<file path="src/rtl/mc_alu_pkg.sv">
`timescale 1ns/1ps
package mc_alu_pkg;
   typedef enum logic [1:0] {
      FN_AND  = 2'b00,
      FN_OR   = 2'b01,
      FN_NOTB = 2'b10,
      FN_SUM  = 2'b11
   } alu_fn_e;
endpackage

</file>
<file path="src/rtl/alu_operand_gate.sv">
`timescale 1ns/1ps
module alu_operand_gate #(
   parameter int unsigned WIDTH = 32
) (
   input  logic [WIDTH-1:0] a_raw,
   input  logic [WIDTH-1:0] b_raw,
   input  logic             ena_a,
   input  logic             ena_b,
   input  logic             inv_a,
   output logic [WIDTH-1:0] opa,
   output logic [WIDTH-1:0] opb
);
   logic [WIDTH-1:0] a_gated;

   // gating happens before inversion, so a disabled A that is inverted becomes all ones
   assign a_gated = ena_a ? a_raw : '0;
   assign opa     = inv_a ? ~a_gated : a_gated;
   assign opb     = ena_b ? b_raw : '0;
endmodule

</file>
<file path="src/rtl/alu_func_core.sv">
`timescale 1ns/1ps
module alu_func_core
   import mc_alu_pkg::*;
#(
   parameter int unsigned WIDTH = 32
) (
   input  logic [WIDTH-1:0] opa,
   input  logic [WIDTH-1:0] opb,
   input  alu_fn_e          fn,
   input  logic             cin,
   output logic [WIDTH-1:0] y
);
   localparam int unsigned PADW = WIDTH - 1;

   logic [WIDTH-1:0] sum;
   assign sum = opa + opb + {{PADW{1'b0}}, cin};

   always_comb begin
      unique case (fn)
         FN_AND:  y = opa & opb;
         FN_OR:   y = opa | opb;
         FN_NOTB: y = ~opb;
         FN_SUM:  y = sum;
         default: y = '0;
      endcase
   end
endmodule

</file>
<file path="src/rtl/alu_result_shifter.sv">
`timescale 1ns/1ps
module alu_result_shifter #(
   parameter int unsigned WIDTH   = 32,
   parameter int unsigned SHL_AMT = 8
) (
   input  logic [WIDTH-1:0] y,
   input  logic             shl,
   input  logic             sar,
   output logic [WIDTH-1:0] res,
   output logic             illegal
);
   localparam int unsigned MSB = WIDTH - 1;

   logic [WIDTH-1:0] y_shl;
   logic [WIDTH-1:0] y_sar;

   for (genvar i = 0; i < WIDTH; i++) begin : g_bit
      if (i >= SHL_AMT) begin : g_shl_src
         assign y_shl[i] = y[i-SHL_AMT];
      end else begin : g_shl_fill
         assign y_shl[i] = 1'b0;
      end
      if (i == MSB) begin : g_sar_sign
         assign y_sar[i] = y[MSB];
      end else begin : g_sar_src
         assign y_sar[i] = y[i+1];
      end
   end

   always_comb begin
      illegal = shl & sar;
      unique case ({shl, sar})
         2'b10:   res = y_shl;
         2'b01:   res = y_sar;
         default: res = y;
      endcase
   end
endmodule

</file>
<file path="src/rtl/mc_alu_shift.sv">
`timescale 1ns/1ps
module mc_alu_shift
   import mc_alu_pkg::*;
#(
   parameter int unsigned WIDTH   = 32,
   parameter int unsigned SHL_AMT = 8
) (
   input  logic             clk,
   input  logic             rst_n,
   input  logic [WIDTH-1:0] a_i,
   input  logic [WIDTH-1:0] b_i,
   input  logic [1:0]       fn_i,
   input  logic             ena_a_i,
   input  logic             ena_b_i,
   input  logic             inv_a_i,
   input  logic             cin_i,
   input  logic             shl_byte_i,
   input  logic             sar_one_i,
   output logic [WIDTH-1:0] result_o,
   output logic             neg_o,
   output logic             zero_o,
   output logic             illegal_o
);
   localparam int unsigned MSB = WIDTH - 1;

   if (WIDTH < 2) begin : g_chk_width
      $error("mc_alu_shift: WIDTH must be at least 2");
   end
   if (SHL_AMT == 0 || SHL_AMT >= WIDTH) begin : g_chk_shl
      $error("mc_alu_shift: SHL_AMT must lie in 1..WIDTH-1");
   end

   logic [WIDTH-1:0] opa;
   logic [WIDTH-1:0] opb;
   logic [WIDTH-1:0] alu_y;
   alu_fn_e          fn_sel;

   assign fn_sel = alu_fn_e'(fn_i);

   alu_operand_gate #(.WIDTH(WIDTH)) u_gate (
      .a_raw (a_i),
      .b_raw (b_i),
      .ena_a (ena_a_i),
      .ena_b (ena_b_i),
      .inv_a (inv_a_i),
      .opa   (opa),
      .opb   (opb)
   );

   alu_func_core #(.WIDTH(WIDTH)) u_core (
      .opa (opa),
      .opb (opb),
      .fn  (fn_sel),
      .cin (cin_i),
      .y   (alu_y)
   );

   alu_result_shifter #(.WIDTH(WIDTH), .SHL_AMT(SHL_AMT)) u_shift (
      .y       (alu_y),
      .shl     (shl_byte_i),
      .sar     (sar_one_i),
      .res     (result_o),
      .illegal (illegal_o)
   );

   // status is taken ahead of the shifter
   always_ff @(posedge clk or negedge rst_n) begin
      if (!rst_n) begin
         neg_o  <= 1'b0;
         zero_o <= 1'b0;
      end else begin
         neg_o  <= alu_y[MSB];
         zero_o <= (alu_y == '0);
      end
   end
endmodule

</file>
<file path="config.mk">
export PLATFORM = sky130hd
export DESIGN_NAME = mc_alu_shift
export DESIGN_NICKNAME = d
export VERILOG_FILES = /design/src/rtl/mc_alu_pkg.sv /design/src/rtl/alu_operand_gate.sv /design/src/rtl/alu_func_core.sv /design/src/rtl/alu_result_shifter.sv /design/src/rtl/mc_alu_shift.sv
export SDC_FILE = /design/constraint.sdc
export NUM_CORES = 1
export LEC_CHECK = 0
export CAP_MARGIN = 20
export CORE_ASPECT_RATIO = 0.7
export CORE_MARGIN = 5
export CORE_UTILIZATION = 53
export CTS_BUF_LIST = sky130_fd_sc_hd__clkbuf_8
export DETAILED_ROUTE_END_ITERATION = 8
export GPL_ROUTABILITY_DRIVEN = 0
export PLACE_DENSITY_LB_ADDON = 0.15
export SYNTH_ARGS = -nofsm -noshare
export SYNTH_HDL_FRONTEND = slang
export SYNTH_SLANG_ARGS = --single-unit
</file>
<file path="constraint.sdc">
create_clock -name clk -period 7.7 [get_ports clk]
set_clock_uncertainty 0.05 [all_clocks]
set_input_delay 1.54 -clock clk [delete_from_list [all_inputs] [get_ports clk]]
set_output_delay 1.54 -clock clk [all_outputs]
set_load 0.02 [all_outputs]
</file>
# Word-level counts from Yosys, hierarchy flattened
# Index checks and enable logic that the tools add are counted.
[op_classes]
reduce_logical = 2
bitwise = 5
addsub = 2
muxes = 5
n_eq_ne = 5
[ops]
columns = ["cell", "n"]
rows = [
  ["one-hot mux 32 bit (4 select lines)", 1],
  ["two-way mux 32 bit", 3],
  ["NOT 32 bit", 2],
  ["one-hot mux 32 bit (2 select lines)", 1],
  ["adder 32 x 1 -> 32 bit", 1],
  ["adder 32 bit", 1],
  ["AND 32 bit", 1],
  ["zero test 32 bit", 1],
  ["bitwise OR 32 bit", 1],
  ["equality test 2 bit, second input constant", 3],
  ["equality test 2 x 1 -> 1 bit, second input constant", 2],
  ["zero test 2 bit", 1],
  ["AND 1 bit", 1],
]
[word_totals]
in_bits = 74
wordCells = 21
output_inout_bits = 35
register_bits = 2

# Logic depth before layout (Yosys ltp)
# Gate-level depths: netlist of run 1.
[logic_depth]
word_depth = 7
depth_mapped = 16
depth_no_buf = 15

# By module
# A second synthesis of run 1 with hierarchy kept.
[unflattened]
hier_cells = 664
area_unflattened_um2 = 4798.4
[modules_own_cells]
columns = ["mod", "area_each_um2", "cells_per_inst", "n_inst"]
rows = [
  ["alu_func_core", 3349.5, 445, 1],
  ["alu_operand_gate", 684.4, 106, 1],
  ["alu_result_shifter", 641.9, 100, 1],
  ["mc_alu_shift", 122.6, 13, 1],
]

# Worst setup path before layout of run 1
# OpenSTA, ideal clock, no wires.
[synth_timing]
path_kind = "input -> output"
start = "in inv_a_i"
end = "out result_o[24]"
t_arrival_ns = 5.197
path_slack_ns = 0.913
required_time_ns = 6.110
path_stages = 15
cell_sequence = "clkbuf_1 > buf_1 > xnor2_1 > inv_1 > fa_1 > nor2b_1 > o2111a_1 > o211ai_2 > a211o_1 > a21boi_0 > nor2_1 > or2_2 > o311ai_0 > a221oi_1 > nor2_1"
[synth_via]
elab_chain_cells = 5
elab_cells_between_ends = 7
[synth_lines]
columns = ["element", "line", "source"]
rows = [
  ["from (decl)", "mc_alu_shift.sv:15", "input logic inv_a_i,"],
  ["two-way mux 32 bit (*)", "alu_operand_gate.sv:17", "assign opa = inv_a ? ~a_gated : a_gated;"],
  ["adder 32 bit", "alu_func_core.sv:16", "assign sum = opa + opb + {{PADW{1'b0}}, cin};"],
  ["adder 32 x 1 -> 32 bit", "alu_func_core.sv:16", ""],
  ["one-hot mux 32 bit (4 select lines) (*)", "alu_func_core.sv:19", "unique case (fn)"],
  ["one-hot mux 32 bit (2 select lines) (*)", "alu_result_shifter.sv:32", "unique case ({shl, sar})"],
  ["to (decl)", "mc_alu_shift.sv:19", "output logic [WIDTH-1:0] result_o,"],
]
# Every way passes the cells marked *; elsewhere a longest branch is shown, timed or not.

# Worst setup path in the final report of run 1
[layout_timing]
start = "in ena_a_i"
end = "out result_o[23]"
[layout_via]
elab_chain_cells = 7
elab_cells_between_ends = 9
[layout_lines]
columns = ["element", "line", "source"]
rows = [
  ["from (decl)", "mc_alu_shift.sv:13", "input logic ena_a_i,"],
  ["two-way mux 32 bit (*)", "alu_operand_gate.sv:16", "assign a_gated = ena_a ? a_raw : '0;"],
  ["NOT 32 bit", "alu_operand_gate.sv:17", ""],
  ["two-way mux 32 bit (*)", "alu_operand_gate.sv:17", ""],
  ["adder 32 bit", "alu_func_core.sv:16", ""],
  ["adder 32 x 1 -> 32 bit", "alu_func_core.sv:16", ""],
  ["one-hot mux 32 bit (4 select lines) (*)", "alu_func_core.sv:19", ""],
  ["one-hot mux 32 bit (2 select lines) (*)", "alu_result_shifter.sv:32", ""],
]
# Marks and branches as above.

==> metrics.md, run 1 <==
| Metric | Value |
|---|---|
| Synth top area share | 18.3% |
| Overall Global Routing Usage | 28.4% |
| Core Util, Final | 69.2% |
| Root Buffer | clkbuf_8 |
| Highest clock rate | 133 MHz |
| WP data required | 6.11 ns |
| Hold Buf Count CTS | 0 |
| Net Count, Synth | 863 |
| Post-synth EDFFs | 0 |
| Routed Antenna Nets | 0 |
| GRT overflow | 0 |
| H-tree Lvls | 1 |
| Compound-Gate Fraction of Synth Area | 33.2% |
| Largest net degree at the start of global routing | 43 |
| Worst VDD drop | 48.7 µV |
| Die width | 121 µm |
| # IOs | 109 |
| Fillers | 727 |
| Yosys reg bits | 2 |
| Kind of critical path | in -> out |
| Sequential-to-total area share from yosys stat | 1.09% |
| Status | completed |
| Top FF cell, synth | dfrtp_1 |
| Async S/R FF share, synth | 100% |
| Commonest non-fill, non-tap cell in the layout | clkdlybuf4s50_1 |
| Cts bufs inserted | 3 |
| Bufs on Longest Clock Path | 2 |
| Core Region | 8440 µm² |
| Total Wirelength | 15800 µm |
| Post-Synth Simple-Gate Area | 23.9% |
| Period minus WS final | 7.52 ns |
| Final worst slack | 0.181 ns |
| Post-route DRC | 0 |
| Post-Synth XOR/XNOR Area | 9.58% |
| # setup viols final | 0 |
| Commonest cells after routing, fill and taps aside | clkdlybuf4s50_1 (103), nand2_1 (101), inv_1 (80), nor2_1 (72), ha_1 (67) |
| First-pass GRT wire length | 25300 µm |
| PnR Total Power | 629 µW |
| Ranking of synthesized cells by area | ha_1 (18%), nand2_1 (8.3%), xnor2_1 (8.2%) |
| Antenna violations before repair | 0 |
| Sequential cell area | 50.0 µm² |
| Largest family of logic cells by synthesized area | compound AO/OA/AOI/OAI gates |
| Mapped Area | 4570 µm² |
| Relative max-transition margin | 39.6% |
| Initial Util | 54.1% |
| Fin Setup TNS | 0 ns |
| Max-cap viol count | 0 |
| Post-synth top area cell | ha_1 |
| Row cnt | 28 |
| HP Class | in -> async |
| Vias in the first global route | 5331 |
| CTS tree | yes |
| Slew Limit Fails | 0 |
| DP Worst Slack | -0.00453 ns |
| Final Hold Fails | 0 |
| Setup crit start kind | input pin |
| RSZ-0062 raised after global routing | false |
| Vias/cell | 6.11 |
| Die Y | 87.7 µm |
| Avg Cell Area, Syn | 6.35 µm² |
| Period utilization | 97.6% |
| Sink Count | 2 |
| CP Max Fanout | 4 |
| Pwr Density | 108 nW/µm² |
| Detailed-route wire length per cell | 17.1 µm |
| Crit. End Element | output port |
| Yosys warnings | 0 |
| Iter 0 DRT Violations | 865 |
| Cells after synthesis | 720 |
| Least-Margin Pin Slew | 0.903 ns |
| Synth cell types | 71 |
| Via count | 5649 |
| Reported leakage power | 2.77 nW |
| HPWL after DPL | 12200 µm |
| Worst EP arrival | 5.93 ns |
| Area of the multi-input gates | 4080 µm² |
| First drt pass iteration count | 6 |
| Synth-to-Final Area Change | 27.8% |
| Die area | 10600 µm² |
| Fin nets | 949 |
| Ant. Diodes | 0 |
| CTS clk-pin slew, worst paths | 0.03 ns |
| Multiplexer area fraction after synthesis | 2.76% |
| Port bufs | 108 |
| Post-synthesis adder-cell area fraction | 19.2% |
| Ratio of cells with drive above 1 in the final layout | 5.85% |
[synthesized netlist by cell type (all sizes together) (3+ instances only)]
master and n:
nand3 8, o22ai 10, mux2i 7, a21boi 4, or3b 3, o211ai 9, ha 67, or2 4
nor2b 7, a21oi 49, a211oi 22, and3 6, clkbuf 35, a221oi 23, nand4 5, a21o 15
o21ai 49, and2 6, a211o 3, nor2 73, nand2 101, a31oi 9, xor2 7, a22o 3
xnor2 43, inv 80, nor3 8, a31o 3, nor3b 3, nand2b 6, o21a 8, or4 3
buf 9
[layout make-up]
type / count / area share, %
multi-input combinational: 594 / 69.9
timing repair buffer: 125 / 20.9
inverter: 80 / 5.14
tap: 120 / 2.57
sequential: 2 / 0.857
clock buffer: 3 / 0.707
[final timing paths]
check | cells after the start | start | to
max in group asynchronous | 1 | rst_n | neg_o
min in group clk | 4 | b_i[31] | neg_o
max | 18 | ena_a_i | result_o[23]
min | 1 | rst_n | zero_o
[cells by family (layout without fill, tap and decap cells)]
family          count (synthesis)  in the layout
simple gates                  241            241
flops                           2              2
compound gates                224            224
mux                            10             10
xor+xnor                       50             50
fa+ha+maj                      69             69
buf+inv                       124            208
[metal layers]
layer	track usage [%]	vias up	routed length, µm	share of wire (%)
met4	5.97	0	300	1.9
met2	46.8	351	6810	43
li1	-	2676	-	-
met5	0	-	0	0
met3	3.68	34	1890	12
met1	39.9	2588	6820	43
[stage by stage]
stage               hold WS [ns]  std cells  instance area [µm²]
floorplan                   1.19        720                 4570
global placement            1.66        920                 5760
detailed placement          1.67        920                 5760
CTS                         1.46        923                 5800
global route                1.45        924                 5840
finish                      1.45        924                 5840
[flip-flops by register name, indices dropped and copies added (netlist names)]
signal / cells
neg_o: 1
zero_o: 1
[what timing repair did]
action                                  CTS  global route
gates cloned                              0             0
buffers inserted                          0             1
resized for setup                         1            12
pin swaps                                 0             1
endpoints found under the setup margin    1            13
[critical path, stage by stage]
cell             delay, ns
clkdlybuf4s50_1       0.53
nand2_1               0.09
xnor2_1               0.19
inv_1                 0.11
fa_1                  0.44
fa_1                  0.49
nor2b_4               0.15
o31a_4                0.17
nand4_1               0.10
o211ai_1              0.18
a31o_2                0.27
a41oi_1               0.16
xor2_1                0.18
o21ai_0               0.22
buf_4                 0.20
a221oi_1              0.08
a21oi_1               0.19
clkdlybuf4s50_1       0.63
[report_power, final]
| part | switching (mW) | internal (mW) | total [mW] |
|---|---|---|---|
| clock | 0.00835 | 0.0331 | 0.0414 |
| sequential | 0.000241 | 0.0113 | 0.0116 |
| combinational | 0.331 | 0.246 | 0.577 |
| total | 0.339 | 0.290 | 0.629 |
Power figures use the tool's default switching activity.
==> run 2: changes to the inputs <==
CORE_MARGIN = 4   (was 5)
SLEW_MARGIN = 20   (was not set)
==> metrics.md, run 2 (synthesized netlist as in run 1, its figures left out) <==
| Metric | Value |
|---|---|
| Post-route DRC | 0 |
| CTS tree | yes |
| Commonest non-fill, non-tap cell in the layout | clkdlybuf4s50_1 |
| H-tree Lvls | 1 |
| Via count | 5614 |
| Initial Util | 54.1% |
| Worst EP arrival | 5.91 ns |
| Antenna violations before repair | 0 |
| Vias/cell | 6.10 |
| Final Hold Fails | 0 |
| Port bufs | 108 |
| Slew Limit Fails | 0 |
| Least-Margin Pin Slew | 0.943 ns |
| Row cnt | 28 |
| Die width | 119 µm |
| Cts bufs inserted | 3 |
| First drt pass iteration count | 7 |
| # IOs | 109 |
| Setup crit start kind | input pin |
| Die Y | 85.7 µm |
| Ratio of cells with drive above 1 in the final layout | 5.62% |
| Largest registers | neg_o: 1 flops, zero_o: 1 flops |
| Fin nets | 946 |
| Commonest cells after routing, fill and taps aside | clkdlybuf4s50_1 (102), nand2_1 (101), inv_1 (80), nor2_1 (72), ha_1 (66) |
| Pwr Density | 107 nW/µm² |
| Total Wirelength | 15500 µm |
| WP data required | 6.11 ns |
| Kind of critical path | in -> out |
| Largest net degree at the start of global routing | 43 |
| Overall Global Routing Usage | 29.0% |
| Max-cap viol count | 0 |
| Dpl cells | 918 |
| Detailed-route wire length per cell | 16.8 µm |
| Ant. Diodes | 0 |
| First-pass GRT wire length | 25100 µm |
| Reported leakage power | 2.78 nW |
| Sink Count | 2 |
| CP Max Fanout | 31 |
| HPWL after DPL | 12100 µm |
| Period utilization | 97.4% |
| Status | completed |
| Routed Antenna Nets | 0 |
| # setup viols final | 0 |
| GRT overflow | 0 |
| Fin Setup TNS | 0 ns |
| Fin cells | 921 |
| Crit. End Element | output port |
| RSZ-0062 raised after global routing | false |
| Highest clock rate | 133 MHz |
| Relative max-transition margin | 37.1% |
| Iter 0 DRT Violations | 627 |
| PnR Total Power | 628 µW |
| Bufs on Longest Clock Path | 2 |
| Vias in the first global route | 5203 |
| Core Region | 8440 µm² |
| Synth-to-Final Area Change | 27.8% |
| Period minus WS final | 7.50 ns |
| CTS clk-pin slew, worst paths | 0.03 ns |
| HP Class | in -> async |
| Root Buffer | clkbuf_8 |
| Die area | 10200 µm² |
| Worst VDD drop | 51.6 µV |
| Worst hold margin | 1.45 ns |
-- run 2: cell count changes in the layout (fill, tap and decap cells not counted), sizes merged --
cell,change
buf,-3
dlymetal6s2s,+1
clkdlybuf4s50,-1
-- run 2: layout make-up --
| type | count | area [µm²] |
|---|---|---|
| tap | 120 | 150 |
| sequential | 2 | 50.0 |
| inverter | 80 | 300 |
| multi-input combinational | 594 | 4090 |
| clock buffer | 3 | 41.3 |
| fill | 738 | 2600 |
| timing repair buffer | 122 | 1210 |
-- run 2: critical path, cell delays in order --
cell	delay [ns]
clkdlybuf4s50_1	0.53
buf_12	0.21
nand2_1	0.09
xnor2_1	0.20
inv_1	0.08
ha_1	0.43
nand4_1	0.19
or3b_1	0.46
a211oi_1	0.32
nor2_1	0.15
o41ai_1	0.69
a221oi_1	0.21
nor2_1	0.18
clkdlybuf4s50_1	0.63
-- run 2: per-layer routing --
layer | track usage, % | vias to the layer above | share of wire, %
met4 | 6.20 | 0 | 1.3
li1 | - | 2667 | -
met5 | 0 | - | 0
met1 | 41.1 | 2596 | 44
met2 | 46.3 | 330 | 43
met3 | 5.08 | 21 | 11
-- run 2: report_power, final --
part	leakage (nW)	internal [mW]	switching [mW]	total [mW]
combinational	2.73	0.245	0.328	0.573
sequential	0.0253	0.0113	0.000198	0.0115
clock	0.0216	0.0332	0.00943	0.0426
total	2.78	0.290	0.338	0.628
-- run 2: through the flow --
step | setup slack [ns] | area [µm²] | util [%]
2_1_floorplan | 0.913 | 4570 | -
3_3_place_gp | 0.222 | 5750 | 68.2
3_5_place_dp | 0.0338 | 5750 | 68.2
4_1_cts | 0.0246 | 5800 | 68.6
5_1_grt | 0.0125 | 5840 | 69.2
6_report | 0.197 | 5840 | 69.2
-- run 2: worst max-delay path by stage --
stage          depth (start not counted)  slack (ns)      endpoint     from
6_report                              14        0.20  result_o[26]  ena_a_i
3_5_place_dp                          16        0.03  result_o[30]  ena_a_i
4_1_cts                               16        0.02  result_o[30]  ena_a_i
5_1_grt                               17        0.01  result_o[21]  ena_a_i
3_3_place_gp                          17        0.22  result_o[21]  ena_a_i
2_1_floorplan                         15        0.91  result_o[24]  inv_a_i
-- run 2: timing repair --
action / in CTS / in global routing
endpoints found under the setup margin: 0 / 14
gates resized for setup: 0 / 13
hold buffers: 0 / 0
buffers inserted: 0 / 0
